--- config.mk ---
export PLATFORM = sky130hd
export DESIGN_NAME = wdt_freq_guard
export DESIGN_NICKNAME = d
export VERILOG_FILES = /design/src/rtl/wdg_pkg.sv /design/src/rtl/wdg_countdown.sv /design/src/rtl/wdg_freq_reg.sv /design/src/rtl/wdt_freq_guard.sv
export SDC_FILE = /design/constraint.sdc
export NUM_CORES = 1
export LEC_CHECK = 0
export BUFFER_PORTS_ARGS = -buffer_cell sky130_fd_sc_hd__buf_4
export CORE_MARGIN = 4
export CORE_UTILIZATION = 30
export DETAILED_ROUTE_END_ITERATION = 10
export GPL_ROUTABILITY_DRIVEN = 0
export RECOVER_POWER = 100
export SLEW_MARGIN = 20
export SYNTH_ARGS = -nofsm -noshare
export SYNTH_HDL_FRONTEND = slang
export SYNTH_SLANG_ARGS = --single-unit
export TNS_END_PERCENT = 50
--- constraint.sdc ---
create_clock -name clk -period 2.5 [get_ports clk]
set_input_delay 0.375 -clock clk [delete_from_list [all_inputs] [get_ports clk]]
set_output_delay 0.375 -clock clk [all_outputs]
set_load 0.02 [all_outputs]
--- src/rtl/wdg_pkg.sv ---
package wdg_pkg;
  localparam int DATA_W  = 8;
  localparam int FREQ_W  = 5;
  localparam logic ADDR_FREQ = 1'b0;
  localparam logic ADDR_CTRL = 1'b1;
  localparam int BIT_RUN  = 7;
  localparam int BIT_SAFE = 6;
  localparam int BIT_FLAG = 5;

  typedef struct packed {
    logic              run;
    logic              safe_en;
    logic              flag;
    logic [FREQ_W-1:0] code;
  } wdg_ctrl_t;
endpackage

--- src/rtl/wdg_countdown.sv ---
module wdg_countdown #(
  parameter int CNT_W = 4
) (
  input  logic clk,
  input  logic rst,
  input  logic tick,
  input  logic restart,
  input  logic stop,
  output logic run,
  output logic flag,
  output logic expire
);
  localparam logic [CNT_W-1:0] FULL = {CNT_W{1'b1}};
  localparam logic [CNT_W-1:0] ONE  = {{(CNT_W-1){1'b0}}, 1'b1};

  logic [CNT_W-1:0] cnt;

  assign expire = tick && run && !restart && !stop && (cnt == ONE);

  always_ff @(posedge clk) begin
    if (rst) begin
      cnt  <= FULL;
      run  <= 1'b1;
      flag <= 1'b0;
    end else if (restart) begin
      cnt  <= FULL;
      run  <= 1'b1;
      flag <= 1'b0;
    end else if (stop) begin
      run  <= 1'b0;
    end else if (tick && run) begin
      cnt <= cnt - ONE;
      if (cnt == ONE) begin
        run  <= 1'b0;
        flag <= 1'b1;
      end
    end
  end


  restart_reload_chk: assert property (@(posedge clk) disable iff (rst)
    restart |=> (run && !flag && cnt == FULL));

  expire_flag_chk: assert property (@(posedge clk) disable iff (rst)
    expire |=> (!run && flag && cnt == '0));

  idle_hold_chk: assert property (@(posedge clk) disable iff (rst)
    (!tick && !restart) |=> $stable(cnt));

  stop_halt_chk: assert property (@(posedge clk) disable iff (rst)
    (stop && !restart) |=> !run);

  run_nonzero_chk: assert property (@(posedge clk) disable iff (rst)
    run |-> (cnt != '0));
endmodule

--- src/rtl/wdg_freq_reg.sv ---
module wdg_freq_reg #(
  parameter int               W   = 5,
  parameter logic [W-1:0]     RST = '0
) (
  input  logic         clk,
  input  logic         rst,
  input  logic         reload,
  input  logic [W-1:0] reload_code,
  input  logic         wr,
  input  logic [W-1:0] wr_code,
  output logic [W-1:0] freq
);
  always_ff @(posedge clk) begin
    if (rst)         freq <= RST;
    else if (reload) freq <= reload_code;
    else if (wr)     freq <= wr_code;
  end


  reload_wins_chk: assert property (@(posedge clk) disable iff (rst)
    reload |=> (freq == $past(reload_code)));

  freq_hold_chk: assert property (@(posedge clk) disable iff (rst)
    (!reload && !wr) |=> $stable(freq));
endmodule

--- src/rtl/wdt_freq_guard.sv ---
module wdt_freq_guard #(
  parameter int          CNT_W    = 4,
  parameter logic [4:0]  FREQ_RST = 5'h03
) (
  input  logic       clk,
  input  logic       rst,
  input  logic       tick,
  input  logic       kick,
  input  logic       wr_en,
  input  logic       wr_addr,
  input  logic [7:0] wr_data,
  input  logic       rd_addr,
  output logic [7:0] rd_data,
  output logic [4:0] freq_sel
);
  import wdg_pkg::*;

  logic              wr_ctrl, wr_freq;
  logic              restart, stop;
  logic              run, flag, expire;
  logic              safe_en;
  logic [FREQ_W-1:0] safe_code;
  wdg_ctrl_t         ctrl_view;

  assign wr_ctrl = wr_en && (wr_addr == ADDR_CTRL);
  assign wr_freq = wr_en && (wr_addr == ADDR_FREQ);
  assign restart = kick || (wr_ctrl && wr_data[BIT_RUN]);
  assign stop    = wr_ctrl && !wr_data[BIT_RUN];

  always_ff @(posedge clk) begin
    if (rst) begin
      safe_en   <= 1'b1;
      safe_code <= '0;
    end else if (wr_ctrl) begin
      safe_en   <= wr_data[BIT_SAFE];
      safe_code <= wr_data[FREQ_W-1:0];
    end
  end

  wdg_countdown #(.CNT_W(CNT_W)) u_count (
    .clk(clk), .rst(rst), .tick(tick), .restart(restart), .stop(stop),
    .run(run), .flag(flag), .expire(expire)
  );

  wdg_freq_reg #(.W(FREQ_W), .RST(FREQ_RST)) u_freq (
    .clk(clk), .rst(rst),
    .reload(expire && safe_en), .reload_code(safe_code),
    .wr(wr_freq), .wr_code(wr_data[FREQ_W-1:0]),
    .freq(freq_sel)
  );

  always_comb begin
    ctrl_view.run     = run;
    ctrl_view.safe_en = safe_en;
    ctrl_view.flag    = flag;
    ctrl_view.code    = safe_code;
  end

  always_ff @(posedge clk) begin
    if (rst)                       rd_data <= '0;
    else if (rd_addr == ADDR_CTRL) rd_data <= ctrl_view;
    else                           rd_data <= {{(DATA_W-FREQ_W){1'b0}}, freq_sel};
  end


  no_fallback_chk: assert property (@(posedge clk) disable iff (rst)
    (expire && !safe_en && !wr_freq) |=> $stable(freq_sel));

  single_expire_chk: assert property (@(posedge clk) disable iff (rst)
    expire |=> !expire);
endmodule

==> metrics, run 1 <==
storage element area=500 sq um; critical path class=reg -> reg; Yosys Warn Count=0; WL final=2100 um; Seq/Total Area, Yosys=between 40% and 50%; VDD IR max=~0.00018 V; Via-to-Cell Ratio=4.49; Worst Min Path Start=wr_data[6]; Root Driver=clkbuf_4; Max Clk Rate=667 MHz; worst min path class=in -> reg; DRC Markers=0; Reg2Reg Depth=4; Worst-Margin Slew=0.862 ns; CTS clock-pin slew for the worst setup and hold paths=0.14 ns; worst-path fanout max=10; first-pass detailed-route iteration total=4; Post-CTS Hold Fix Bufs=0; WHS=0.286 ns; initial antenna violation count=0; I/O pin cnt=28; synth cell count leaders=dfxtp_1, nand2_1, a21oi_1, mux2i_1, nor2_1; count leader, synth=dfxtp_1; core area=3340 sq um; vias in the first global route=approximately 760; Cells after Synth=about 110; ys flop type=dfxtp_1; Post-Syn Area=1030 sq um; Critical Path RT=2.71 ns; unrepaired setup endpoints after global routing=no; antenna-violating nets left=0; proportion of layout cells with a drive suffix above 1=12.8%; clock skew=0.0146 ns; Area Growth Syn to Fin=16.6%; Clk pwr share=25.4%; Slew HR=42.5%; die extent in x=66.6 um; Pint=0.512 mW; minimum clock period=1.50 ns; GRT Residual Overflow=0; Synth async-reset ratio=0%; clk buf depth=2; status=completed; TritonCTS Buffers=3; share of power burned in registers=61.7%; Crit. End Element=flip-flop; startpoint types=flip-flop; Final Hold Viols=0; Antenna Cells=0; Worst R2R End=u_freq.freq[0]; CTS tree=yes; fill count=355; Setup TNS Final=0 ns; Synth cell types=26; max-slew violation count=0; Clock Latency Late Sink=0.32 ns; gr usage total=9.97%; Synth top area share=48.6%; Yosys reg bits=25; # setup viols final=0; synthesized area per cell=9.53 sq um; CP Data Arrival Time=1.71 ns; max-cap violation count=0; sw power=~0.18 mW; Final nets=151; CTS resizes=0; row count=21; hold endpoint=safe_en; Hold Path Depth=3; die footprint=4430 sq um; largest net degree at the start of global routing=21; switching part of the total power=25.6%; reg-to-reg setup timing slack=1.00 ns; CTS Sinks=25; vias=804; Multi-input gate area=465 sq um; syn nets=125; Comb power frac=between 10% and 20%; fin crit share=60.0%; first-pass GRT wire length=about 3300 um; initial drt markers=40; H-tree Lvls=1; pwr dens=573 nW/um^2; Crit Reg-Reg Startpoint=u_count.run; setup repair bufs after CTS=0; Routed WL per cell=roughly 12 um; Die H=around 67 um; Pleak=approximately 0.49 nW; Synth area leaders=dfxtp_1, mux2i_1, nand2_1, a21oi_1, a211oi_1; initial core utilization=30.9%; port buffer count=26; area leader, netlist=dfxtp_1; Post-synth EDFFs=0; Post-DP HPWL=1610 um
[logic make-up (layout without fill, tap and decap cells)]
logic type	count (synthesis)	in the layout	synth area share, %
flops	25	25	48.6
fa+ha+maj	2	2	2.43
buf+inv	7	32	3.52
compound gates	16	16	10.7
mux	8	8	7.78
xor+xnor	3	3	2.55
simple gates	47	47	24.4
[power by group through the flow]
stage / Sequential (mW) / Clock (mW) / Combinational [mW]
finish: 0.425 / 0.175 / 0.0889
CTS: 0.425 / 0.181 / 0.104
detailed placement: 0.434 / 0 / 0.103
floorplan: 0.445 / 0 / 0.0477
global route: 0.427 / 0.200 / 0.0988
global placement: 0.433 / 0 / 0.101
[routing by layer]
metal / vias to the layer above / GRT usage, % / part of all wire (%)
met5: - / 0 / 0
met4: 0 / 6.09 / 2.2
met3: 6 / 3.20 / 6.0
met2: 23 / 15.3 / 47
met1: 359 / 11.9 / 44
li1: 416 / - / -
[how the worst max path moves through the flow]
stage / to / from / slack [ns]
global placement: u_freq.freq[0] / wr_addr / 0.93
detailed placement: u_freq.freq[0] / wr_addr / 0.88
finish: u_freq.freq[0] / u_count.run / 1.00
CTS: u_freq.freq[0] / u_count.run / 1.24
floorplan: u_count.cnt[1] / wr_addr / 1.32
global route: u_freq.freq[0] / u_count.run / 0.89
[cell usage in the layout (no fill, tap or decap), drive strengths merged, types with 2 or more instances in the layout]
| master | instances |
|---|---|
| clkbuf | 17 |
| a21oi | 8 |
| buf | 12 |
| xor2 | 2 |
| a211oi | 6 |
| and2 | 5 |
| nor2b | 6 |
| nor3 | 3 |
| mux2i | 8 |
| nand3b | 2 |
| inv | 2 |
| nor2 | 8 |
| dfxtp | 25 |
| ha | 2 |
| nand4 | 3 |
| nand2 | 18 |
[critical path: stages (launching register included)]
cell      delay, ns
dfxtp_1        0.43
and4bb_4       0.26
nand4_1        0.36
nor3_1         0.29
a21oi_1        0.06
[sequential cells by signal, summed over array words and instances, names as in the netlist]
signal	flops
rd_data	8
u_count.cnt	4
u_freq.freq	5
u_count.run	1
u_count.flag	1
safe_code	5
safe_en	1
[cell type report]
class                   count  share of cell area, %
clock buffers               3                   1.88
clock inverters             1                  0.417
inverters                   2                  0.625
multi-input cells          76                   38.8
flip-flops and latches     25                   41.7
well taps                  46                   4.79
repair buffers             26                   11.9
[stage by stage]
step,power [mW],setup slack (ns),area [sq um],util [%],instances
after detailed placement,0.537,0.881,1250,37.6,175
after CTS,0.710,1.24,1280,38.4,179
after global routing,0.726,0.888,1200,36.0,179
final,0.688,1.00,1200,36.0,179
after global placement,0.534,0.930,1250,37.6,175
after floorplan,0.493,1.32,1030,-,108
No activity file was read; power rests on OpenSTA's default activity.
==> run 2: changes to the inputs <==
--- a/config.mk
+++ b/config.mk
@@ -5,6 +5,7 @@
 export SDC_FILE = /design/constraint.sdc
 export NUM_CORES = 1
 export LEC_CHECK = 0
+export ABC_AREA = 1
 export BUFFER_PORTS_ARGS = -buffer_cell sky130_fd_sc_hd__buf_4
 export CORE_MARGIN = 4
 export CORE_UTILIZATION = 30
==> constraint.sdc (replaced) <==
create_clock -name clk -period 1.37 [get_ports clk]
set_input_delay 0.2055 -clock clk [delete_from_list [all_inputs] [get_ports clk]]
set_output_delay 0.2055 -clock clk [all_outputs]
set_load 0.02 [all_outputs]
==> run 2 against run 1 <==
Effect of this change: via count grew 18%; die area grew 3.5%; global-route usage grew 0.70 points; design area grew 8.6%; clock skew shrank 0.0027 ns; clock power grew 94%; register-to-register slack lost 0.89 ns; largest power group unchanged.
==> metrics, run 2 <==
DRC Markers=0; core area=~3400 sq um; die footprint=4590 sq um; Slew HR=73.7%; Max Clk Rate=793 MHz; # setup viols final=0; Seq/Total Area, Yosys=46.7%; vias in the first global route=895; clock skew=0.0119 ns; initial antenna violation count=0; Synth area leaders=dfxtp_1, nand2_1, o21ai_0, inv_1, a21oi_1; Post-CTS Hold Fix Bufs=0; Crit. End Element=flip-flop; fill count=about 370; slowest CP cell=dfxtp_2; Clock Latency Late Sink=0.32 ns; Pint=0.944 mW; max-cap violation count=0; Max stage delay on crit path=0.35 ns; CTS clock-pin slew for the worst setup and hold paths=0.15 ns; startpoint types=flip-flop; Worst-Margin Slew=0.393 ns; row count=21; Post-DP HPWL=1670 um; ys flop type=dfxtp_1; most frequent cells in the layout=dfxtp_1, nand2_1, inv_1, buf_4, o21ai_0; Cells after Synth=133; status=completed; Simple-Gate Fraction of Synth Area=25.2%; antenna-violating nets left=0; worst min path class=in -> reg; Synth async-reset ratio=0%; critical-path cell list=inv_1, ha_1, nand2_2, nor2_4, nand2_4, o21ai_1, nand3_1; first-pass GRT wire length=3700 um; clk buf depth=2; GRT Residual Overflow=0; initial core utilization=31.6%; largest net degree at the start of global routing=16; Clk pwr share=around a quarter; CP delay by family, top=simple AND/OR/NAND/NOR gates; max reg flops=8; CP Data Arrival Time=1.48 ns; max-slew violation count=0; Compound-Gate Fraction of Synth Area=15.8%; Yosys reg bits=25; synth cell count leaders=dfxtp_1, nand2_1, inv_1, o21ai_0; Most flops, register=rd_data; share of power burned in registers=between 50% and 60%; WHS=0.0652 ns; Via-to-Cell Ratio=around 4.6; Yosys Warn Count=0; I/O pin cnt=28; largest family of logic cells by synthesized area=simple AND/OR/NAND/NOR gates; post-synthesis mux area share=0%; total power=1.31 mW; die extent in x=67.8 um; H-tree Lvls=1; Synth top area share=46.7%; CTS Sinks=25; Critical Path RT=1.59 ns; Comb power frac=around 15%; most common cell after layout, fill and taps aside=dfxtp_1; port buffer count=26; Routed WL per cell=~11 um; Area Growth Syn to Fin=21.8%; adder-cell share of the synthesized area=2.34%; Final nets=180; critical path class=reg -> reg; fin crit share=92.1%; VDD IR max=0.000574 V; Buf+Inv Stages, Crit Path=1; unrepaired setup endpoints after global routing=yes; Pleak=0.596 nW; WL final=between 2000 and 2500 um; Die H=67.8 um; Post-Syn Area=1070 sq um; first-pass detailed-route iteration total=4; Largest regs=rd_data x8, safe_code x5, u_freq.freq x5; count leader, synth=dfxtp_1; syn nets=150; minimum clock period=roughly 1.3 ns; Antenna Cells=0; proportion of layout cells with a drive suffix above 1=22.2%; area leader, netlist=dfxtp_1; Synth cell types=22; gr usage total=10.7%; synthesized area per cell=8.05 sq um; switching part of the total power=27.9%; pwr dens=1000 nW/um^2; sw power=0.366 mW; Final Hold Viols=0; initial drt markers=between 70 and 80; XOR/XNOR Fraction of Synth Area=0.818%; TritonCTS Buffers=3; vias=952; Post-synth EDFFs=0; CTS tree=yes; Root Driver=clkbuf_4; worst-path fanout max=6
[run 2: cells by family (layout without fill, tap and decap cells)]
kind of cell / Yosys count / after routing
xor gates and xnor gates: 1 / 1
DFF: 25 / 25
buffers and inverters: 23 / 51
AOI/OAI and AO/OA: 32 / 32
adders and majority gates: 2 / 2
and+or+nand+nor: 50 / 51
[run 2: stage by stage]
stage	setup slack [ns]	TNS, ns	utilization [%]	instance area [sq um]	cells
2_1_floorplan	0.143	0	-	1070	133
3_3_place_gp	0.118	0	38.3	1300	201
3_5_place_dp	0.0953	0	38.3	1300	201
4_1_cts	0.0785	0	39.2	1330	205
5_1_grt	-0.0209	-0.0404	38.5	1310	208
6_report	0.108	0	38.5	1310	208
[run 2: cell type report]
cell class / instances / area (sq um) / share of cell area, %
clock inverter: 1 / 7.51 / 0.575
multi-input combinational: 86 / 483 / 37.0
clock buffer: 3 / 22.5 / 1.73
timing repair buffer: 28 / 161 / 12.4
sequential: 25 / 502 / 38.4
inverter: 19 / 71.3 / 5.47
tap: 46 / 57.6 / 4.41
[run 2: what timing repair did]
item	CTS	global route
buffers inserted	0	2
endpoints found under the hold margin	0	0
gates resized for setup	0	2
endpoints found under the setup margin	0	4
[run 2: routing by layer]
layer  vias to the layer above  wire (um)  GRT usage, %
met1                       443       1060          13.2
met5                         -          0             0
met3                         0        150          3.99
met4                         0          0          1.52
met2                        21       1040          17.9
li1                        488          -             -
[run 2: final timing paths]
kind / slack (ns) / end / from / cells past startpoint
worst max-delay path: 0.11 / u_freq.freq[1] / u_count.cnt[1] / 7
worst min-delay path: 0.07 / u_freq.freq[3] / rst / 2
worst max register to register: 0.11 / u_freq.freq[1] / u_count.cnt[1] / 7
worst min register to register: 0.44 / rd_data[5] / u_count.flag / 2
[run 2: power groups by stage]
stage	registers (mW)	logic [mW]	clock network, mW
3_5_place_dp	0.796	0.208	0
5_1_grt	0.784	0.218	0.393
2_1_floorplan	0.819	0.0937	0
3_3_place_gp	0.794	0.205	0
6_report	0.779	0.192	0.339
4_1_cts	0.780	0.209	0.353
==> run 3: changes to the inputs <==
--- a/config.mk
+++ b/config.mk
@@ -6,7 +6,7 @@
 export NUM_CORES = 1
 export LEC_CHECK = 0
 export ABC_AREA = 1
-export BUFFER_PORTS_ARGS = -buffer_cell sky130_fd_sc_hd__buf_4
+export BUFFER_PORTS_ARGS = -buffer_cell sky130_fd_sc_hd__buf_2
 export CORE_MARGIN = 4
 export CORE_UTILIZATION = 30
 export DETAILED_ROUTE_END_ITERATION = 10
==> run 3 against run 2 <==
Effect of this change: utilization is 1.1 points lower; global-route usage increased by 0.062 points; cell count stayed put; fmax hardly changed; largest power group unchanged.
==> metrics, run 3 (same netlist as run 2, synthesis figures left out) <==
Largest regs=rd_data x8, safe_code x5, u_freq.freq x5; die extent in x=slightly below 70 um; initial core utilization=31.6%; Final Non-Filler Cells=208; first-pass detailed-route iteration total=4; port buffer count=26; DRT met1 WL=about 1100 um; Most flops, register=rd_data; clock skew=about 0.014 ns; CTS Sinks=25; VDD IR max=0.000575 V; slowest CP cell=dfxtp_1; max reg flops=8; Multi-input gate area=479 sq um; Via-to-Cell Ratio=4.46; Cells after DPL=202; Max stage delay on crit path=~0.35 ns; core area=3390 sq um; Post-CTS Hold Fix Bufs=0; Post-DP HPWL=approximately 1700 um; Max Clk Rate=793 MHz; proportion of layout cells with a drive suffix above 1=20.4%; Worst-Margin Slew=0.386 ns; max-cap violation count=0; Crit. End Element=flip-flop; clk buf depth=2; minimum clock period=1.26 ns; initial antenna violation count=0; CTS resizes=0; Hold Path Depth=2; I/O pin cnt=28; Reg2Reg Depth=7; most frequent cells in the layout=dfxtp_1, nand2_1, inv_1, o21ai_0, clkbuf_1; Final nets=180; GRT Residual Overflow=0; row count=21; vias in the first global route=900; most common cell after layout, fill and taps aside=dfxtp_1; critical path class=reg -> reg; critical-path cell list=inv_1, ha_1, nand2_2, nor2_4, nand2_4, o21ai_1, nand3_1; max-slew violation count=0; Routed met3 length=177 um; die footprint=~4600 sq um; pre-CTS setup slack=0.0669 ns; setup repair bufs after CTS=0; Final Hold Viols=0; CTS tree=yes; WL final=about 2300 um; H-tree Lvls=1; worst min path class=in -> reg; storage element area=500 sq um; fill count=376; wire length on met2=1040 um; Pleak=approximately 0.58 nW; TritonCTS Buffers=3; # setup viols final=0; antenna-violating nets left=0; first-pass GRT wire length=3750 um; startpoint types=flip-flop; pwr dens=1030 nW/um^2; Root Driver=clkbuf_4; largest net degree at the start of global routing=16; Max Used Layer=met4; Critical Path RT=around 1.6 ns; Die H=67.8 um; fin crit share=92.1%; Slew HR=around 74%; Area Growth Syn to Fin=18.2%; Clock Latency Late Sink=0.33 ns; PnR worst setup slack=0.108 ns; WHS=0.0960 ns; gr usage total=a little over a tenth; DRC Markers=0; CP delay by family, top=simple AND/OR/NAND/NOR gates; Routed WL per cell=between 10 and 15 um; vias=927; CTS clock-pin slew for the worst setup and hold paths=0.15 ns; Finished Cell Area=1270 sq um; Antenna Cells=0; Buf+Inv Stages, Crit Path=1; CP Data Arrival Time=between 1 and 1.5 ns; status=completed; Worst path depth=7; worst-path fanout max=6; placed instance area=around 1200 sq um; initial drt markers=81
## run 3: path summary, 6_finish.rpt
kind                                      from             end  slack (ns)
worst max-delay path            u_count.cnt[1]  u_freq.freq[0]        0.11
worst min-delay path                       rst  u_freq.freq[3]         0.1
worst max register to register  u_count.cnt[1]  u_freq.freq[0]        0.11
worst min register to register    u_count.flag      rd_data[5]        0.44
## run 3: area by class of cell
type | instances | area share [%]
clock inverters | 1 | 0.593
clock buffers | 3 | 1.78
inverters | 19 | 5.63
well taps | 46 | 4.55
flip-flops and latches | 25 | 39.5
repair buffers | 28 | 10.1
multi-input cells | 86 | 37.8
## run 3: where the power goes
part,internal [mW],switching (mW),leakage [nW]
Combinational,0.0594,0.124,0.362
Clock,0.112,0.227,0.0139
Sequential,0.763,0.0154,0.206
## run 3: metrics by stage
stage | power, mW | setup TNS, ns | utilization, %
after floorplan | 0.913 | 0 | -
after global routing | 1.39 | -0.00189 | 37.4
final | 1.30 | 0 | 37.4
after global placement | 0.977 | 0 | 36.6
after detailed placement | 0.984 | 0 | 36.6
after CTS | 1.33 | 0 | 37.5
## run 3: per-layer routing
| metal | global-route usage [%] | vias up |
|---|---|---|
| met5 | 0 | - |
| met4 | 2.28 | 0 |
| met3 | 4.16 | 2 |
| met2 | 18.5 | 30 |
| met1 | 12.5 | 406 |
| li1 | - | 489 |
## run 3: worst register-to-register path, delay by kind of cell, from the launching register on
family / cells / cell delay, ns
compound gates: 1 / 0.14
fa+ha+maj: 1 / 0.16
buf+inv: 1 / 0.08
flops: 1 / 0.35
simple gates: 4 / 0.44
